## src/rtl/bag_pkg.sv

```systemverilog
package bag_pkg;

    // number of address bits covered by the burst counter
    localparam int BEAT_W = 2;

    typedef logic [BEAT_W-1:0] beat_t;

    // action selected for the coming clock edge
    typedef enum logic [1:0] {
        CMD_HOLD  = 2'd0,
        CMD_LOAD  = 2'd1,
        CMD_DESEL = 2'd2,
        CMD_STEP  = 2'd3
    } cmd_e;

    // low-bit offset of beat n relative to a base, in the chosen order
    function automatic beat_t beat_offset(beat_t base, beat_t n, logic linear);
        beat_t r;
        if (linear) r = beat_t'(base + n);
        else        r = base ^ n;
        return r;
    endfunction

endpackage

```

## src/rtl/bag_strobe_arb.sv

```systemverilog
module bag_strobe_arb
    import bag_pkg::*;
(
    input  logic cpu_strobe,
    input  logic ctl_strobe,
    input  logic advance,
    input  logic ce_main,
    input  logic ce_aux_a,
    input  logic ce_aux_b,
    input  logic active,
    output cmd_e cmd,
    output logic from_cpu
);

    logic cpu_ok;
    logic start;
    logic all_en;

    always_comb begin
        // processor strobe is masked by the main enable
        cpu_ok   = cpu_strobe & ce_main;
        start    = cpu_ok | ctl_strobe;
        all_en   = ce_main & ce_aux_a & ce_aux_b;
        from_cpu = cpu_ok;
        if (start) begin
            cmd = all_en ? CMD_LOAD : CMD_DESEL;
        end else if (advance && active) begin
            cmd = CMD_STEP;
        end else begin
            cmd = CMD_HOLD;
        end
    end

endmodule

```

## src/rtl/bag_burst_state.sv

```systemverilog
module bag_burst_state
    import bag_pkg::*;
#(
    parameter int ADDR_W = 16
) (
    input  logic                     clk,
    input  logic                     rst,
    input  cmd_e                     cmd,
    input  logic [ADDR_W-1:0]        addr_in,
    input  logic                     order_linear,
    output logic [ADDR_W-BEAT_W-1:0] base_hi,
    output beat_t                    base_lo,
    output beat_t                    beat,
    output logic                     lin,
    output logic                     valid
);

    localparam int HI_W = ADDR_W - BEAT_W;

    typedef struct packed {
        logic            valid;
        logic            lin;
        logic [HI_W-1:0] hi;
        beat_t           lo;
        beat_t           beat;
    } burst_state_t;

    burst_state_t st_q;
    burst_state_t st_d;

    always_comb begin
        st_d = st_q;
        unique case (cmd)
            CMD_LOAD: begin
                st_d.valid = 1'b1;
                st_d.lin   = order_linear;
                st_d.hi    = addr_in[ADDR_W-1:BEAT_W];
                st_d.lo    = addr_in[BEAT_W-1:0];
                st_d.beat  = '0;
            end
            CMD_DESEL: begin
                st_d.valid = 1'b0;
            end
            CMD_STEP: begin
                st_d.beat = beat_t'(st_q.beat + 1'b1);
            end
            default: begin
                st_d = st_q;
            end
        endcase
    end

    always_ff @(posedge clk) begin
        if (rst) st_q <= '0;
        else     st_q <= st_d;
    end

    assign base_hi = st_q.hi;
    assign base_lo = st_q.lo;
    assign beat    = st_q.beat;
    assign lin     = st_q.lin;
    assign valid   = st_q.valid;

endmodule

```

## src/rtl/bag_order_map.sv

```systemverilog
module bag_order_map
    import bag_pkg::*;
(
    input  beat_t base_lo,
    input  beat_t beat,
    input  logic  lin,
    output beat_t lo_out
);

    always_comb begin
        lo_out = beat_offset(base_lo, beat, lin);
    end

endmodule

```

## src/rtl/burst_addr_gen.sv

```systemverilog
module burst_addr_gen
    import bag_pkg::*;
#(
    parameter int ADDR_W = 16
) (
    input  logic              clk,
    input  logic              rst,
    input  logic [ADDR_W-1:0] addr_in,
    input  logic              cpu_strobe,
    input  logic              ctl_strobe,
    input  logic              advance,
    input  logic              ce_main,
    input  logic              ce_aux_a,
    input  logic              ce_aux_b,
    input  logic              order_linear,
    output logic [ADDR_W-1:0] word_addr,
    output logic              sel_valid
);

    localparam int HI_W = ADDR_W - BEAT_W;

    cmd_e            cmd;
    logic            from_cpu;
    logic            active;
    logic [HI_W-1:0] base_hi;
    beat_t           base_lo;
    beat_t           beat;
    logic            lin;
    beat_t           lo_out;

    bag_strobe_arb u_arb (
        .cpu_strobe (cpu_strobe),
        .ctl_strobe (ctl_strobe),
        .advance    (advance),
        .ce_main    (ce_main),
        .ce_aux_a   (ce_aux_a),
        .ce_aux_b   (ce_aux_b),
        .active     (active),
        .cmd        (cmd),
        .from_cpu   (from_cpu)
    );

    bag_burst_state #(.ADDR_W(ADDR_W)) u_state (
        .clk          (clk),
        .rst          (rst),
        .cmd          (cmd),
        .addr_in      (addr_in),
        .order_linear (order_linear),
        .base_hi      (base_hi),
        .base_lo      (base_lo),
        .beat         (beat),
        .lin          (lin),
        .valid        (active)
    );

    bag_order_map u_map (
        .base_lo (base_lo),
        .beat    (beat),
        .lin     (lin),
        .lo_out  (lo_out)
    );

    assign word_addr = {base_hi, lo_out};
    assign sel_valid = active;

endmodule

```

## config.mk

```make
export PLATFORM = sky130hd
export DESIGN_NAME = burst_addr_gen
export DESIGN_NICKNAME = d
export VERILOG_FILES = /design/src/rtl/bag_pkg.sv /design/src/rtl/bag_strobe_arb.sv /design/src/rtl/bag_burst_state.sv /design/src/rtl/bag_order_map.sv /design/src/rtl/burst_addr_gen.sv
export SDC_FILE = /design/constraint.sdc
export NUM_CORES = 1
export LEC_CHECK = 0
export BUFFER_PORTS_ARGS = -buffer_cell sky130_fd_sc_hd__buf_2
export CAP_MARGIN = 20
export CORE_MARGIN = 5
export CORE_UTILIZATION = 47
export DETAILED_ROUTE_END_ITERATION = 8
export MAX_ROUTING_LAYER = met4
export PLACE_DENSITY = 0.82
export SYNTH_ARGS = -nofsm -noshare
export SYNTH_HDL_FRONTEND = slang
export SYNTH_SLANG_ARGS = --single-unit
```

## constraint.sdc

```tcl
create_clock -name clk -period 3.4 [get_ports clk]
set_input_delay 0.34 -clock clk [delete_from_list [all_inputs] [get_ports clk]]
set_output_delay 0.34 -clock clk [all_outputs]
set_load 0.01 [all_outputs]
```

==> reports/results.ini <==
[floorplan]
die-height_um=52.3
fp.dieW_um=52.3
core_um2=1710
rows=15
initial_core_util_pct=49.2
die_area_um2=2730
ios=42

[layout]
layout.nets=155
area_delta_synth_final_pct=31.7
stdcell_count=151
fin_util_pct=64.8
layout-drive-gt1-share_pct=36.5
diodes=0
nFillCells=147

[setup_path]
cp_cell_sequence=buf_2 > a21oi_1 > nand3_1 > nand2_1 > ha_1 > mux2i_1 > nor2_1
crit_type=primary input to flop
worstPathArrival_ns=2.14
path_buf_inv=1
cp_max_fo=17
end_kind=flop
worstPathRequired_ns=3.59
cp-start-kind=primary input
max_stage_delay_ns=0.80
slowest_stage=ha_1
cp_top_family=adder cells

[cts]
clk_latency_ns=0.30
path_clk_slew_ns=0.11
cts_buffers=3
cts_tree=done
clk_path_buf_depth=2
cts_setup_buffers=0
cts-hold-fix-buffers=0
post_cts_resize_count=0
cts_sinks=20
htreeDepth=1
cts-root-buf=clkbuf_4

[yosys]
syn_avg_cell_area_um2=9.89
seq_area_frac_synth_pct=47.6
syn-cell-area_um2=841
synth-seq-cells=20
syn_nets=113
synthDistinctLibCells=21
yosys_warnings=0
synth_cells=85

[timing]
setup_viol=0
fin_crit_sh_pct=57.2
holdWs_ns=0.262
slew_viol_final=0
relSlewSlack_pct=35.9
hold_viol_final=0
fmax_mhz=514
fin_crit_ns=1.95
worstMarginPinSlew_ns=0.961
skew_ns=0.00291
final.setup.tns_ns=0
rsz0062_at_grt=false

[drt]
drtPass1Iterations=3
via_count=735
drc=0
viasPerCell=4.87
drt_iter0_markers=9
wirelength_um=1800
postRouteAntennaNets=0
post_drt_wl_per_cell_um=11.9

[grt]
met1_usage_pct=16.8
grt_max_degree=21
grtUsageTotal_pct=14.7
grt_use_met3_pct=2.56
antenna_found_initial=0
busiest_layer=met2
grt_pass1_wl_um=2930
grt-ovfl-total=0
globalRouteMet2Util_pct=24.6
first_global_vias=720

[power]
powerDensity_nw_per_um2=444
ir_worst_vdd_mv=0.314
p_leak_nw=0.515
total_power_mw=0.492

[min_path]
hp-class=primary input to flop

[placed_design]
place_inst=147
io_buffers=41
gp_congestion=0.757
post-dp-hpwl_um=1400

[job]
drv_cap=0

[outcome]
outcome=completed

[placed cells by master (no fill, tap or decap), drive strengths merged, types with 2 or more instances in the layout]
cell type | synthesis | final
nand2 | 3 | 3
buf | 2 | 41
o211ai | 2 | 2
nand2b | 2 | 2
ha | 3 | 3
dfxtp | 20 | 20
clkbuf | 2 | 3
a21oi | 4 | 4
mux2i | 17 | 17
nor2 | 19 | 19
[sequential cells by signal, indices dropped and copies added (netlist names)]
| register | count |
|---|---|
| u_state.beat | 2 |
| u_state.base_hi | 14 |
| u_state.lin | 1 |
| u_state.valid | 1 |
| u_state.base_lo | 2 |
[cells in the mapped netlist]
cell | count | share of area, %
a21oi_1 | 4 | 2.4
nand2_1 | 3 | 1.3
o21a_1 | 1 | 0.89
nand3_1 | 1 | 0.59
dfxtp_1 | 20 | 48
mux2i_1 | 17 | 20
buf_4 | 2 | 1.8
nand2b_1 | 2 | 1.5
or3_1 | 1 | 0.74
clkbuf_1 | 2 | 0.89
o211ai_1 | 2 | 1.8
ha_1 | 3 | 4.5
xnor2_1 | 1 | 1.0
and2_1 | 1 | 0.74
a21o_1 | 1 | 0.89
nor2_1 | 19 | 8.5
o21ai_0 | 1 | 0.59
xor2_1 | 1 | 1.0
o2111ai_1 | 1 | 1.0
and3_1 | 1 | 0.74
a211o_2 | 1 | 1.2
[tightest hold or removal path, stage by stage]
cell	delay, ns
buf_2	0.07
mux2i_1	0.05
nor2_1	0.07
[cells by family (layout without fill, tap and decap cells)]
kind of cell | after synthesis | in the layout | synth area share [%]
flops | 20 | 20 | 47.6
xor+xnor | 2 | 2 | 2.08
buf+inv | 4 | 45 | 2.68
fa+ha+maj | 3 | 3 | 4.46
mux | 17 | 17 | 20.2
simple gates | 28 | 28 | 14.1
compound gates | 11 | 11 | 8.78
[layer usage]
layer  part of all wire (%)  routed length (um)
met1                     43                 774
met3                    5.0                  91
met5                      0                   0
met4                    2.1                  37
met2                     50                 900
[final timing paths]
kind,start,to,slack (ns),cells past startpoint
setup / recovery,cpu_strobe,u_state.base_hi[6]$_SDFFE_PP0N_,1.45,7
setup reg to reg,u_state.valid$_SDFFE_PP0P_,u_state.base_hi[6]$_SDFFE_PP0N_,1.51,5
hold / removal,addr_in[10],u_state.base_hi[8]$_SDFFE_PP0N_,0.26,3
hold reg to reg,u_state.base_hi[10]$_SDFFE_PP0N_,u_state.base_hi[10]$_SDFFE_PP0N_,0.50,2
[cell type report]
cell class | count | area, um^2 | area share, %
Clock buffer | 3 | 22.5 | 2.03
Clock inverter | 1 | 30.0 | 2.71
Multi-Input combinational cell | 61 | 418 | 37.7
Sequential cell | 20 | 400 | 36.2
Tap cell | 25 | 31.3 | 2.82
Timing Repair Buffer | 41 | 205 | 18.5
[power breakdown]
part	internal (mW)	total, mW	switching, mW
sequential	0.241	0.245	0.00415
clock	0.119	0.191	0.0715
combinational	0.0276	0.0559	0.0284
[metrics by stage]
step | instance area, um^2 | setup slack [ns]
2_1_floorplan | 841 | 1.79
3_3_place_gp | 1050 | 1.28
3_5_place_dp | 1050 | 1.13
4_1_cts | 1110 | 1.43
5_1_grt | 1110 | 1.28
6_report | 1110 | 1.45
Power figures use the tool's default switching activity.
